==> config.mk <==
export PLATFORM = sky130hd
export DESIGN_NAME = irq_coalesce_ctrl
export DESIGN_NICKNAME = d
export VERILOG_FILES = /design/src/rtl/irq_coal_pkg.sv /design/src/rtl/coal_counter.sv /design/src/rtl/idle_timer.sv /design/src/rtl/irq_status.sv /design/src/rtl/irq_coalesce_ctrl.sv
export SDC_FILE = /design/constraint.sdc
export NUM_CORES = 1
export LEC_CHECK = 0
export ABC_AREA = 1
export BUFFER_PORTS_ARGS = -buffer_cell sky130_fd_sc_hd__buf_4
export CAP_MARGIN = 5
export CORE_MARGIN = 4
export CORE_UTILIZATION = 25
export CTS_CLUSTER_SIZE = 30
export DETAILED_ROUTE_END_ITERATION = 10
export PLACE_DENSITY_LB_ADDON = 0.25
export SETUP_SLACK_MARGIN = 0.3
export SLEW_MARGIN = 0
export SYNTH_ARGS = -nofsm -noshare
export SYNTH_HDL_FRONTEND = slang
export SYNTH_SLANG_ARGS = --single-unit
==> constraint.sdc <==
create_clock -name clk -period 1.8 [get_ports clk]
set_clock_uncertainty 0.15 [all_clocks]
set_input_delay 0 -clock clk [delete_from_list [all_inputs] [get_ports clk]]
set_output_delay 0 -clock clk [all_outputs]
set_load 0.01 [all_outputs]
==> src/rtl/irq_coal_pkg.sv <==
package irq_coal_pkg;

    localparam int NUM_SRC = 2;
    localparam int IDX_CMP = 0;
    localparam int IDX_DLY = 1;

    typedef struct packed {
        logic done;
        logic start;
        logic tick;
    } evt_t;

    typedef logic [NUM_SRC-1:0] src_vec_t;

    function automatic logic rearm_evt(input evt_t e);
        return e.done | e.start;
    endfunction

endpackage

==> src/rtl/coal_counter.sv <==
module coal_counter #(
    parameter int THR_W = 8
) (
    input  logic             clk,
    input  logic             rst,
    input  logic             done_i,
    input  logic             thr_we_i,
    input  logic [THR_W-1:0] thr_wdata_i,
    output logic             hit_o
);
    localparam logic [THR_W-1:0] ONE = THR_W'(1);

    logic [THR_W-1:0] thr_q;
    logic [THR_W-1:0] cnt_q;
    logic [THR_W-1:0] thr_eff;

    assign thr_eff = (thr_wdata_i == '0) ? ONE : thr_wdata_i;
    assign hit_o   = done_i && !thr_we_i && (cnt_q == ONE);

    always_ff @(posedge clk) begin
        if (rst) begin
            thr_q <= ONE;
            cnt_q <= ONE;
        end else if (thr_we_i) begin
            thr_q <= thr_eff;
            cnt_q <= thr_eff;
        end else if (done_i) begin
            cnt_q <= (cnt_q == ONE) ? thr_q : cnt_q - ONE;
        end
    end

    // the remaining count never reaches zero
    p_cnt_nonzero_r4: assert property (@(posedge clk) disable iff (rst)
        cnt_q != '0);

    // the count restarts from the threshold once it is reached
    p_cnt_reload_r2: assert property (@(posedge clk) disable iff (rst)
        (done_i && !thr_we_i && cnt_q == ONE) |=> (cnt_q == $past(thr_q)));

endmodule

==> src/rtl/idle_timer.sv <==
module idle_timer
    import irq_coal_pkg::*;
#(
    parameter int DLY_W = 8
) (
    input  logic             clk,
    input  logic             rst,
    input  evt_t             evt_i,
    input  logic             cancel_i,
    input  logic             en_i,
    input  logic             dly_we_i,
    input  logic [DLY_W-1:0] dly_wdata_i,
    output logic             expire_o,
    output logic             active_o
);
    localparam logic [DLY_W-1:0] ONE = DLY_W'(1);

    logic [DLY_W-1:0] dly_q;
    logic [DLY_W-1:0] tmr_q;
    logic             active_q;
    logic             rearm;
    logic             last_tick;

    assign rearm     = rearm_evt(evt_i);
    assign last_tick = evt_i.tick && active_q && (tmr_q == ONE);
    assign expire_o  = last_tick && !rearm && !cancel_i && en_i && (dly_q != '0);
    assign active_o  = active_q;

    always_ff @(posedge clk) begin
        if (rst) begin
            dly_q    <= '0;
            tmr_q    <= '0;
            active_q <= 1'b0;
        end else begin
            if (dly_we_i) begin
                dly_q <= dly_wdata_i;
            end
            if (cancel_i) begin
                active_q <= 1'b0;
            end else if (rearm) begin
                tmr_q    <= dly_q;
                active_q <= (dly_q != '0);
            end else if (evt_i.tick && active_q) begin
                if (tmr_q == ONE) begin
                    active_q <= 1'b0;
                end else begin
                    tmr_q <= tmr_q - ONE;
                end
            end
        end
    end

    // a running countdown never holds a zero count
    p_active_nonzero_r5: assert property (@(posedge clk) disable iff (rst)
        active_q |-> (tmr_q != '0));

    // an expiry ends the countdown
    p_expire_stops_r6: assert property (@(posedge clk) disable iff (rst)
        expire_o |=> !active_q);

endmodule

==> src/rtl/irq_status.sv <==
module irq_status
    import irq_coal_pkg::*;
(
    input  logic     clk,
    input  logic     rst,
    input  src_vec_t set_i,
    input  src_vec_t clr_i,
    input  src_vec_t en_i,
    output src_vec_t stat_o,
    output logic     irq_o
);
    src_vec_t stat_q;

    for (genvar i = 0; i < NUM_SRC; i++) begin : g_bit
        always_ff @(posedge clk) begin
            if (rst) begin
                stat_q[i] <= 1'b0;
            end else if (set_i[i]) begin
                stat_q[i] <= 1'b1;
            end else if (clr_i[i]) begin
                stat_q[i] <= 1'b0;
            end
        end

        // a set bit holds until its clear strobe
        p_sticky_r10: assert property (@(posedge clk) disable iff (rst)
            (stat_q[i] && !clr_i[i]) |=> stat_q[i]);
    end

    assign stat_o = stat_q;
    assign irq_o  = |(stat_q & en_i);

endmodule

==> src/rtl/irq_coalesce_ctrl.sv <==
module irq_coalesce_ctrl
    import irq_coal_pkg::*;
#(
    parameter int THR_W = 8,
    parameter int DLY_W = 8
) (
    input  logic             clk,
    input  logic             rst,
    input  logic             desc_done_i,
    input  logic             xfer_start_i,
    input  logic             tick_i,
    input  logic             thr_we_i,
    input  logic [THR_W-1:0] thr_wdata_i,
    input  logic             dly_we_i,
    input  logic [DLY_W-1:0] dly_wdata_i,
    input  logic             cmp_ie_i,
    input  logic             dly_ie_i,
    input  logic             clr_cmp_i,
    input  logic             clr_dly_i,
    output logic             cmp_stat_o,
    output logic             dly_stat_o,
    output logic             irq_o
);
    evt_t     evt;
    logic     cmp_hit;
    logic     dly_expire;
    logic     tmr_active;
    src_vec_t set_v;
    src_vec_t clr_v;
    src_vec_t en_v;
    src_vec_t stat_v;

    assign evt.done  = desc_done_i;
    assign evt.start = xfer_start_i;
    assign evt.tick  = tick_i;

    coal_counter #(.THR_W(THR_W)) u_cnt (
        .clk        (clk),
        .rst        (rst),
        .done_i     (desc_done_i),
        .thr_we_i   (thr_we_i),
        .thr_wdata_i(thr_wdata_i),
        .hit_o      (cmp_hit)
    );

    idle_timer #(.DLY_W(DLY_W)) u_tmr (
        .clk        (clk),
        .rst        (rst),
        .evt_i      (evt),
        .cancel_i   (cmp_hit),
        .en_i       (dly_ie_i),
        .dly_we_i   (dly_we_i),
        .dly_wdata_i(dly_wdata_i),
        .expire_o   (dly_expire),
        .active_o   (tmr_active)
    );

    always_comb begin
        set_v = '0;
        clr_v = '0;
        en_v  = '0;
        set_v[IDX_CMP] = cmp_hit;
        set_v[IDX_DLY] = dly_expire;
        clr_v[IDX_CMP] = clr_cmp_i;
        clr_v[IDX_DLY] = clr_dly_i;
        en_v[IDX_CMP]  = cmp_ie_i;
        en_v[IDX_DLY]  = dly_ie_i;
    end

    irq_status u_stat (
        .clk   (clk),
        .rst   (rst),
        .set_i (set_v),
        .clr_i (clr_v),
        .en_i  (en_v),
        .stat_o(stat_v),
        .irq_o (irq_o)
    );

    assign cmp_stat_o = stat_v[IDX_CMP];
    assign dly_stat_o = stat_v[IDX_DLY];

    // reaching the threshold leaves no idle countdown running
    p_cancel_r8: assert property (@(posedge clk) disable iff (rst)
        cmp_hit |=> !tmr_active);

    // no status set means no interrupt
    p_quiet_r11: assert property (@(posedge clk) disable iff (rst)
        (!cmp_stat_o && !dly_stat_o) |-> !irq_o);

    // the idle status cannot rise while idle interrupts are disabled
    p_no_idle_when_off_r9: assert property (@(posedge clk) disable iff (rst)
        (!dly_ie_i && !dly_stat_o) |=> !dly_stat_o);

endmodule

Yosys cells after proc, flatten, opt, wreduce, memory -nomap -nowiden. Cells that the tools add are included.

Bitwise gates (word level): 3. Muxes and demuxes: 14. Reduce and logical (&&, ||, !) cells: 22. $add $sub $neg: 2. Equal/unequal tests: 3.

Operators by type and width (number): $mux W8 (7); $eq A8 B1 Y1 const B (2); $sub A8 B1 Y8 const B (2); $reduce_bool A2 Y1 (5); $logic_and A1 B1 Y1 (8); $logic_not A8 Y1 (1); $reduce_bool A8 Y1 (1); $mux W1 (7); $reduce_or A2 Y1 (2); $logic_not A1 Y1 (3); $reduce_and A3 Y1 (1); $and A2 B2 Y2 (1); $ne A2 B1 Y1 const B (1); $reduce_and A2 Y1 (1); $not A1 Y1 (1); $or A1 B1 Y1 (1).

Bits in registers: 35. Output and inout bits: 3. Logic and storage cells: 51.

Depth between registers and ports, before layout. Gate-level depths: netlist of run 1.

Word-level depth: 8. Mapped depth: 10. Gate-level depth less buffers: 10.

Cells and area by module. A second synthesis of run 1 with hierarchy kept.

Cells, all modules: 314. Area total of the unflattened synthesis: 2037.0 sq um.

Modules (own cells, without submodules): idle_timer (area an instance 992.2 sq um, instances 1, cells an instance 155); coal_counter (area an instance 960.9 sq um, instances 1, cells an instance 146); irq_status (area an instance 83.8 sq um, instances 1, cells an instance 13).

Worst setup path after synthesis of run 1. No wires, ideal clock.

Path type: flip-flop to flip-flop. Start point: register u_tmr.tmr_q[1]. End point: register u_tmr.tmr_q[5]. Data required time: 1.535 ns. Stages on the path, launching flop included: 10. Path buffers: 0. Library setup time: 0.115 ns. Path slack: 0.320 ns. Arrival: 1.215 ns. Cells stage by stage: dfxtp_1 -> inv_1 -> ha_1 -> inv_1 -> nor3_1 -> nand3_2 -> nand2_2 -> nor2_4 -> a21oi_1 -> nor2_1.

Cells in the longest elaborated chain, start to end: 4. Elaborated cells between the ends (all ways): 7. Those cells by class: add/sub: 1; eq/ne: 2; mux: 3; reduce/logical: 1.

RTL lines: start, declared (RTL line idle_timer.sv:19) `logic [DLY_W-1:0] tmr_q;`; start signal, assigned (RTL line idle_timer.sv:41) `tmr_q <= dly_q;`; start signal, assigned (RTL line idle_timer.sv:47) `tmr_q <= tmr_q - ONE;`; $sub A8 B1 Y8 (RTL line idle_timer.sv:47); $mux W8 (RTL line idle_timer.sv:44) `if (tmr_q == ONE) begin`; $mux W8 (RTL line idle_timer.sv:43) `end else if (evt_i.tick && active_q) begin`; $mux W8 (RTL line idle_timer.sv:40) `end else if (rearm) begin`.

Several ways; a longest one is shown, not always the timed one. The select of a mux whose other input is x is not followed. A chain may end at the register's enable or synchronous reset.

==> flow_summary.ini, run 1 <==
[place]
post-dp-hpwl_mm = 3.61
dp.cells = 413
finalWeightedCongestion = 0.811
port_buffers = 29

[sta]
fin_setup_tns_ps = 0
worst_pin_slew_ps = 368
layout_min_cycle_time_ps = 1530
setup_violations = 0
relSlewSlack = 0.752
hold_viol = 25
holdWs_ps = -83.2
rsz0062_at_grt = yes
fin_crit_sh = 0.851
fmax_ghz = 0.653
slew_viol_final = 0

[floorplan]
core_sq_mm = 0.00777
die_h_um = 97.5
initial_utilization = 0.258
num_rows = 32
io_pins = 30
die_w_um = 97.5
die_area_sq_mm = 0.00950

[power_and_ir_drop]
p_leak_nw = 1.28
p_total_mw = 2.19
peakVddDrop_uv = 403
p_per_area_mw_per_mm2 = 739

[worst_hold_path]
whs_path_depth = 2
hp-class = in -> reg
min_to = u_tmr.tmr_q[1]$_SDFFE_PP0P_
min_from = rst

[layout]
syn_to_final_growth_pct = 47.9
n_fill_cell = 846
nets = 389
drive_gt1_frac = 0.326
n_antenna_cell = 0
fin_cells = 461

[global_routing]
track_usage = 0.118
use_met3 = 0.0251
grt_pass1_vias = 1935
grt_pass1_wl_mm = 9.25
met1_usage = 0.149
use_met2 = 0.195
grt_max_degree = 24
antenna_found_initial = 0
busiest_layer = met2
overflow = 0

[worst_setup_path]
reg2reg_slack_ps = 280
crit_type = in -> reg
path_common_cell = dlygate4sd3_1
cp_data_required_time_ps = 1870
r2r_end = u_tmr.tmr_q[5]$_SDFFE_PP0P_
reg2reg_depth = 9
slowest_delay_ps = 570
crit_slowest_cell = dlygate4sd3_1
cp-start-kind = primary input
cp_max_fo = 5
worstPathCellList = dlygate4sd3_1, buf_2, nand2_1, dlygate4sd3_1, a21oi_1
critPathCaptureType = register
arrival_ps = 1610
r2r-start = u_cnt.cnt_q[1]$_SDFFE_PP0P_

[synthesis]
ys_seq_elements = 35
yosysTopAreaCellShare = 0.350
yosys_warnings = 0
synth_area_sq_mm = 0.00200
syn_nets = 320
synth_cell_types = 31
postSynthCellCount = 289
avgSynthCellArea_sq_um = 6.93
synth_area_leaders = dfxtp_1, nand2_1, a21oi_1, nor2_1, o21ai_0
synth.largest_area_cell = dfxtp_1
seq_area_frac_synth = 0.350

[clocking]
cts_tree = done
cts_made_buffers = 5
clk_latency_ps = 290
cts_hold_buf = 30
cts_buffer_depth = 2
clkTransAtPathRegs_ps = 70
numClockSinks = 35
htree_levels = 2
cts-root-buf = clkbuf_8

[detailed_routing]
avgViaCountPerCell = 4.48
wl_per_cell_um = 12.5
routed_wl_mm = 5.77
via_count = 2064
drt-initial-drc-count = 98
ant_nets = 0
post-route-drc-count = 0
drt-pass1-iter-count = 4

[run_status]
violations = negative hold slack
status = finished with violations

[flow_run]
cap_viol_max_count = 0
## critical path, delay by kind of cell
| family | cells | cell delay [ps] |
|---|---|---|
| buffers and inverters | 3 | 1370 |
| AOI/OAI and AO/OA | 1 | 130 |
| and+or+nand+nor | 1 | 100 |
## stage by stage
step                area [sq um]  worst slack (ps)  utilization  hold slack, ps
floorplan                   2000               320            -           -80.9
global route                2960               194        0.381           -72.1
CTS                         2810               285        0.362            -101
global placement            2310               234        0.297            73.3
finish                      2960               268        0.381           -83.2
detailed placement          2310               198        0.297            91.6
## sequential cells by signal, indices dropped and copies added (netlist names)
name	count
u_cnt.thr_q	8
u_stat.stat_o	2
u_tmr.dly_q	8
u_cnt.cnt_q	8
u_tmr.tmr_q	8
u_tmr.active_o	1
## worst max-delay path by stage
stage | start | endpoint | slack (ps)
3_3_place_gp | u_tmr.tmr_q[0]$_SDFFE_PP0P_ | u_tmr.tmr_q[2]$_SDFFE_PP0P_ | 230
3_5_place_dp | u_tmr.tmr_q[0]$_SDFFE_PP0P_ | u_tmr.tmr_q[4]$_SDFFE_PP0P_ | 200
5_1_grt | thr_we_i | u_cnt.thr_q[2]$_SDFFE_PP0P_ | 190
2_1_floorplan | u_tmr.tmr_q[1]$_SDFFE_PP0P_ | u_tmr.tmr_q[5]$_SDFFE_PP0P_ | 320
4_1_cts | u_tmr.tmr_q[1]$_SDFFE_PP0P_ | u_tmr.tmr_q[5]$_SDFFE_PP0P_ | 280
6_report | thr_we_i | u_cnt.thr_q[2]$_SDFFE_PP0P_ | 270
## cell usage in the layout (no fill, tap or decap), types with 2 or more instances in the layout
cell	instances
dfxtp_4	2
a21oi_2	9
buf_4	33
clkbuf_8	7
a21boi_0	6
dfxtp_2	5
o21ai_1	3
buf_6	3
nand2_2	5
nand4_1	3
o21ai_0	17
dlygate4sd3_1	30
nand2_8	2
nor2_2	6
nand3_4	2
nor2_1	23
or2_2	2
inv_2	15
dfxtp_1	28
nand3_2	7
inv_1	21
nand3_1	13
a21oi_1	24
ha_4	4
o211ai_2	3
nand2_1	68
nor2_4	5
## metal layers
metal	vias to the layer above	wire length (um)
li1	1079	-
met4	0	127
met3	10	194
met2	33	2840
met1	942	2610
met5	-	0
## cells in the mapped netlist
master,n
nand2_1,71
dfxtp_1,35
a21oi_1,30
nor2_1,28
inv_1,26
o21ai_0,20
nand3_1,15
inv_2,11
a21boi_0,6
nand3_2,5
ha_1,4
nor2_4,4
a21oi_2,3
clkbuf_1,3
nand2_2,3
nand4_1,3
o211ai_2,3
or2_2,3
buf_2,2
nand3_4,2
nor3_1,2
a22o_1,1
and3_1,1
buf_6,1
clkbuf_2,1
nand2_4,1
nor2_2,1
nor2_8,1
o211ai_1,1
o21ai_1,1
o21bai_1,1
## layout make-up
class | instances | area, sq um | share of cell area
inverters | 37 | 141 | 0.0478
multi-input cells | 212 | 1290 | 0.436
repair buffers | 67 | 587 | 0.198
clock buffers | 8 | 100 | 0.0338
flip-flops and latches | 35 | 714 | 0.241
well taps | 102 | 128 | 0.0431
## kinds of logic after synthesis
logic type | Yosys count | synth area share
compound gates | 66 | 0.194
fa+ha+maj | 4 | 0.0250
buf+inv | 44 | 0.0881
flops | 35 | 0.350
simple gates | 140 | 0.343
## report_power, final
part / internal, mW / leakage, nW / switching (mW)
sequential: 0.836 / 0.292 / 0.0583
combinational: 0.291 / 0.935 / 0.354
clock: 0.350 / 0.0515 / 0.298
## timing repair
| action | CTS | global route |
|---|---|---|
| pin swaps | 13 | 24 |
| resized for setup | 19 | 34 |
| hold endpoints to repair | 32 | 21 |
| buffers inserted | 4 | 3 |
| cloned | 1 | 2 |
| setup endpoints to repair | 12 | 24 |
(Power assumes the default switching activity.)
==> run 2, diff against run 1 <==
SLEW_MARGIN = default   (was 0)
clock period = 1.9 ns   (was 1.8 ns; I/O delays follow)
==> flow_summary.ini, run 2 (synthesis results as in run 1) <==
[flow_run]
cap_viol_max_count = 0

[layout]
layout_common_cells = nand2_1, buf_4, dlygate4sd3_1
nets = 394
n_antenna_cell = 0
layout_commonest_cell = nand2_1
syn_to_final_growth_pct = 46.6
n_fill_cell = 838
drive_gt1_frac = 0.283

[clocking]
cts_made_buffers = 5
numClockSinks = 35
htree_levels = 2
clkTransAtPathRegs_ps = 80
cts_tree = done
cts-root-buf = clkbuf_8
cts_buffer_depth = 2
clk_latency_ps = 290

[global_routing]
grt_pass1_wl_mm = 8.91
grt_pass1_vias = 1861
track_usage = 0.114
grt_max_degree = 23
antenna_found_initial = 0
busiest_layer = met2
use_met2 = 0.188
use_met3 = 0.0244
overflow = 0
met1_usage = 0.146

[floorplan]
initial_utilization = 0.258
num_rows = 32
io_pins = 30
die_h_um = 97.5
core_sq_mm = 0.00777
die_w_um = 97.5
die_area_sq_mm = 0.00950

[place]
post-dp-hpwl_mm = 3.60
port_buffers = 29
finalWeightedCongestion = 0.811

[worst_setup_path]
cp-start-kind = register
arrival_ps = 1660
cp_data_required_time_ps = 1990
cp_max_fo = 5
crit_type = reg -> reg
critPathCaptureType = register
reg2reg_slack_ps = 330

[detailed_routing]
routed_wl_mm = 5.74
post-route-drc-count = 0
via_count = 2092
drt-initial-drc-count = 71
avgViaCountPerCell = 4.49
wl_per_cell_um = 12.3
ant_nets = 0
drt-pass1-iter-count = 5

[power_and_ir_drop]
p_per_area_mw_per_mm2 = 697
p_leak_nw = 1.29
peakVddDrop_uv = 373

[sta]
slew_viol_final = 0
holdWs_ps = 0.920
setup_violations = 0
hold_viol = 0
worst_pin_slew_ps = 988
fin_setup_tns_ps = 0
relSlewSlack = 0.339
rsz0062_at_grt = yes
fmax_ghz = 0.636
fin_crit_sh = 0.827
layout_min_cycle_time_ps = 1570

[worst_hold_path]
hp-class = in -> reg

[run_status]
status = completed
==> run 2: changes by cell type in the layout (fill, tap and decap cells not counted), sizes merged <==
cell,change
buf,+2
dlygate4sd3,+3
==> run 2: what timing repair did <==
action                                  in CTS  in global routing
cloned                                       0                  2
gates resized for setup                      1                 27
endpoints found under the hold margin       32                  0
pin swaps                                    0                 14
setup buffers                                0                 10
endpoints found under the setup margin       2                 14
hold buffers                                33                  0
==> run 2: per-layer routing <==
layer	share of wire	vias to the layer above	wire [um]
met4	0.014	0	81
met3	0.027	5	157
met2	0.50	31	2880
met1	0.46	966	2620
met5	0	-	0
li1	-	1090	-
==> run 2: critical path, stage by stage, from the launching register on <==
cell and delay, ps:
dfxtp_2 340, inv_2 90, ha_4 130, inv_2 40, nor3_4 190, nand3_2 150
nand2_4 140, nor2_4 70, nand2_2 60, and3_4 170
==> run 2: final timing paths <==
| kind | start | to | cells after the start |
|---|---|---|---|
| worst max-delay path | u_tmr.tmr_q[1]$_SDFFE_PP0P_ | u_tmr.tmr_q[4]$_SDFFE_PP0P_ | 9 |
| worst min register to register | u_cnt.thr_q[1]$_SDFFE_PP0P_ | u_cnt.thr_q[1]$_SDFFE_PP0P_ | 2 |
| worst max register to register | u_tmr.tmr_q[1]$_SDFFE_PP0P_ | u_tmr.tmr_q[4]$_SDFFE_PP0P_ | 9 |
| worst min-delay path | dly_we_i | u_tmr.dly_q[0]$_SDFFE_PP0P_ | 3 |
==> run 2: metrics by stage <==
stage                     cell area [sq um]  setup WS (ps)  std cells  utilization  total power [mW]
after floorplan                        2000            420        289            -              1.18
after detailed placement               2310            299        413        0.297              1.30
after CTS                              2750            302        454        0.353              1.96
after global routing                   2930            211        466        0.378              2.16
after global placement                 2310            333        413        0.297              1.30
final                                  2930            328        466        0.378              2.04
==> run 2: where the power goes <==
| group | switching, mW | total [mW] | leakage [nW] | internal [mW] |
|---|---|---|---|---|
| clock network | 0.280 | 0.611 | 0.0515 | 0.331 |
| registers | 0.0532 | 0.844 | 0.291 | 0.791 |
| logic | 0.320 | 0.589 | 0.949 | 0.269 |
| total | 0.653 | 2.04 | 1.29 | 1.39 |
==> run 2: cell type report <==
class                      instances  area (sq um)  share of cell area
sequential                        35           708               0.241
tap                              102           128              0.0435
multi-input combinational        212          1220               0.416
timing repair buffer              72           639               0.218
clock buffer                       8           100              0.0341
inverter                          37           139              0.0473
==> run 3, diff against run 2 <==
clock period = 1.45 ns   (was 1.9 ns; I/O delays follow)
==> flow_summary.ini, run 3 (synthesis results as in run 1) <==
[sta]
slew_viol_final = 0
hold_viol = 23
worst_pin_slew_ps = 348
fin_crit_sh = 1.03
relSlewSlack = 0.768
fin_setup_tns_ps = -127
setup_violations = 5
holdWs_ps = -80.3
layout_min_cycle_time_ps = 1490
finalWorstSetupSlack_ps = -41.4
fmax_ghz = 0.671
rsz0062_at_grt = yes

[worst_setup_path]
path_common_cell = inv_2
cp_data_required_time_ps = 1470
cp_max_fo = 16
r2r_end = u_cnt.cnt_q[0]$_SDFFE_PP1P_
r2r-start = u_cnt.cnt_q[1]$_SDFFE_PP0P_
slowest_delay_ps = 320
reg2reg_slack_ps = -40
cp-startpoint = u_cnt.cnt_q[1]$_SDFFE_PP0P_
cp-start-kind = register
crit_slowest_cell = dfxtp_2
reg2reg_depth = 8
crit_type = reg -> reg
arrival_ps = 1510
worstPathCellList = inv_2, ha_4, inv_2, nor2_4, nand2_8, buf_4, o211ai_2, nand3_1
critPathCaptureType = register

[power_and_ir_drop]
peakVddDrop_uv = 376
p_total_mw = 2.61
p_per_area_mw_per_mm2 = 901
p_leak_nw = 1.30

[detailed_routing]
avgViaCountPerCell = 4.37
routed_wl_mm = 5.25
via_count = 2028
drt-pass1-iter-count = 5
top_layer = met4
post-route-drc-count = 0
wl_met3_um = 152
drt-initial-drc-count = 67
met2_length_mm = 2.47
ant_nets = 0
wl_met1_mm = 2.53
wl_per_cell_um = 11.3

[clocking]
cts-root-buf = clkbuf_8
clk_latency_ps = 290
htree_levels = 2
cts_tree = done
clkTransAtPathRegs_ps = 70
cts_buffer_depth = 2
numClockSinks = 35
cts_made_buffers = 5

[global_routing]
grt_pass1_vias = 1922
track_usage = 0.111
antenna_found_initial = 0
overflow = 0
grt_pass1_wl_mm = 8.75
grt_max_degree = 24

[run_status]
violations = negative hold slack, negative setup slack
status = finished with violations

[layout]
drive_gt1_frac = 0.323
layout_commonest_cell = nand2_1
fin_util = 0.372
final_cell_area_sq_mm = 0.00289
syn_to_final_growth_pct = 44.4
nets = 393
layout_common_cells = nand2_1, buf_4, a21oi_1, dfxtp_1, nor2_1
n_fill_cell = 845
n_antenna_cell = 0
fin_cells = 464

[place]
placed_area_sq_mm = 0.00247
finalWeightedCongestion = 0.808
post-place-ws_ps = -12.2
dp.cells = 426
port_buffers = 29
post-dp-hpwl_mm = 3.74

[floorplan]
die_h_um = 97.5
initial_utilization = 0.258
die_area_sq_mm = 0.00950
io_pins = 30
core_sq_mm = 0.00777
num_rows = 32
die_w_um = 97.5

[worst_hold_path]
min_from = rst
whs_path_depth = 2
hp-class = in -> reg
min_to = u_cnt.cnt_q[2]$_SDFFE_PP0P_

[flow_run]
cap_viol_max_count = 0
-- run 3: changes by cell type in the layout (fill, tap and decap cells not counted), sizes merged --
cell         previous run  this run
buf                    39        50
clkbuf                  8         6
nand2                  76        75
clkinvlp                0         1
inv                    37        36
clkinv                  0         1
dlygate4sd3            33        22
-- run 3: worst max-delay path by stage --
stage / endpoint / slack, ps
2_1_floorplan: u_tmr.tmr_q[4]$_SDFFE_PP0P_ / 60
4_1_cts: u_cnt.cnt_q[4]$_SDFFE_PP0P_ / -20
5_1_grt: u_cnt.cnt_q[4]$_SDFFE_PP0P_ / -140
3_3_place_gp: u_tmr.tmr_q[2]$_SDFFE_PP0P_ / -40
6_report: u_cnt.cnt_q[0]$_SDFFE_PP1P_ / -40
3_5_place_dp: u_cnt.cnt_q[4]$_SDFFE_PP0P_ / -10
-- run 3: what timing repair did --
item                                    in CTS  in global routing
endpoints found under the hold margin       32                 23
resized for setup                            6                 13
gates cloned                                 0                  1
setup buffers                                3                  5
endpoints found under the setup margin      19                 27
pin swaps                                    2                 10
hold buffers                                20                  2
-- run 3: layer usage --
layer	global-route usage	vias to the layer above
met5	0	-
met4	0.0447	0
met1	0.142	902
met2	0.182	35
met3	0.0244	7
li1	-	1084
-- run 3: where the power goes --
group	internal, mW	switching, mW	total (mW)
Clock	0.373	0.356	0.729
Combinational	0.363	0.417	0.780
Sequential	1.04	0.0596	1.10
-- run 3: cell type report --
cell class,count,area (sq um),share of cell area
Clock buffer,6,82.6,0.0286
Clock inverter,1,5.00,0.00173
Inverter,37,143,0.0493
Multi-Input combinational cell,211,1210,0.419
Sequential cell,35,713,0.247
Tap cell,102,128,0.0441
Timing Repair Buffer,72,608,0.210
-- run 3: worst max-delay path, delay by kind of cell, from the launching register on --
kind / cells / cell delay [ps]
flip-flops: 1 / 320
AND/OR/NAND/NOR: 3 / 380
buffers and inverters: 3 / 270
adder cells (fa/ha/maj): 1 / 120
AO/OA/AOI/OAI: 1 / 120
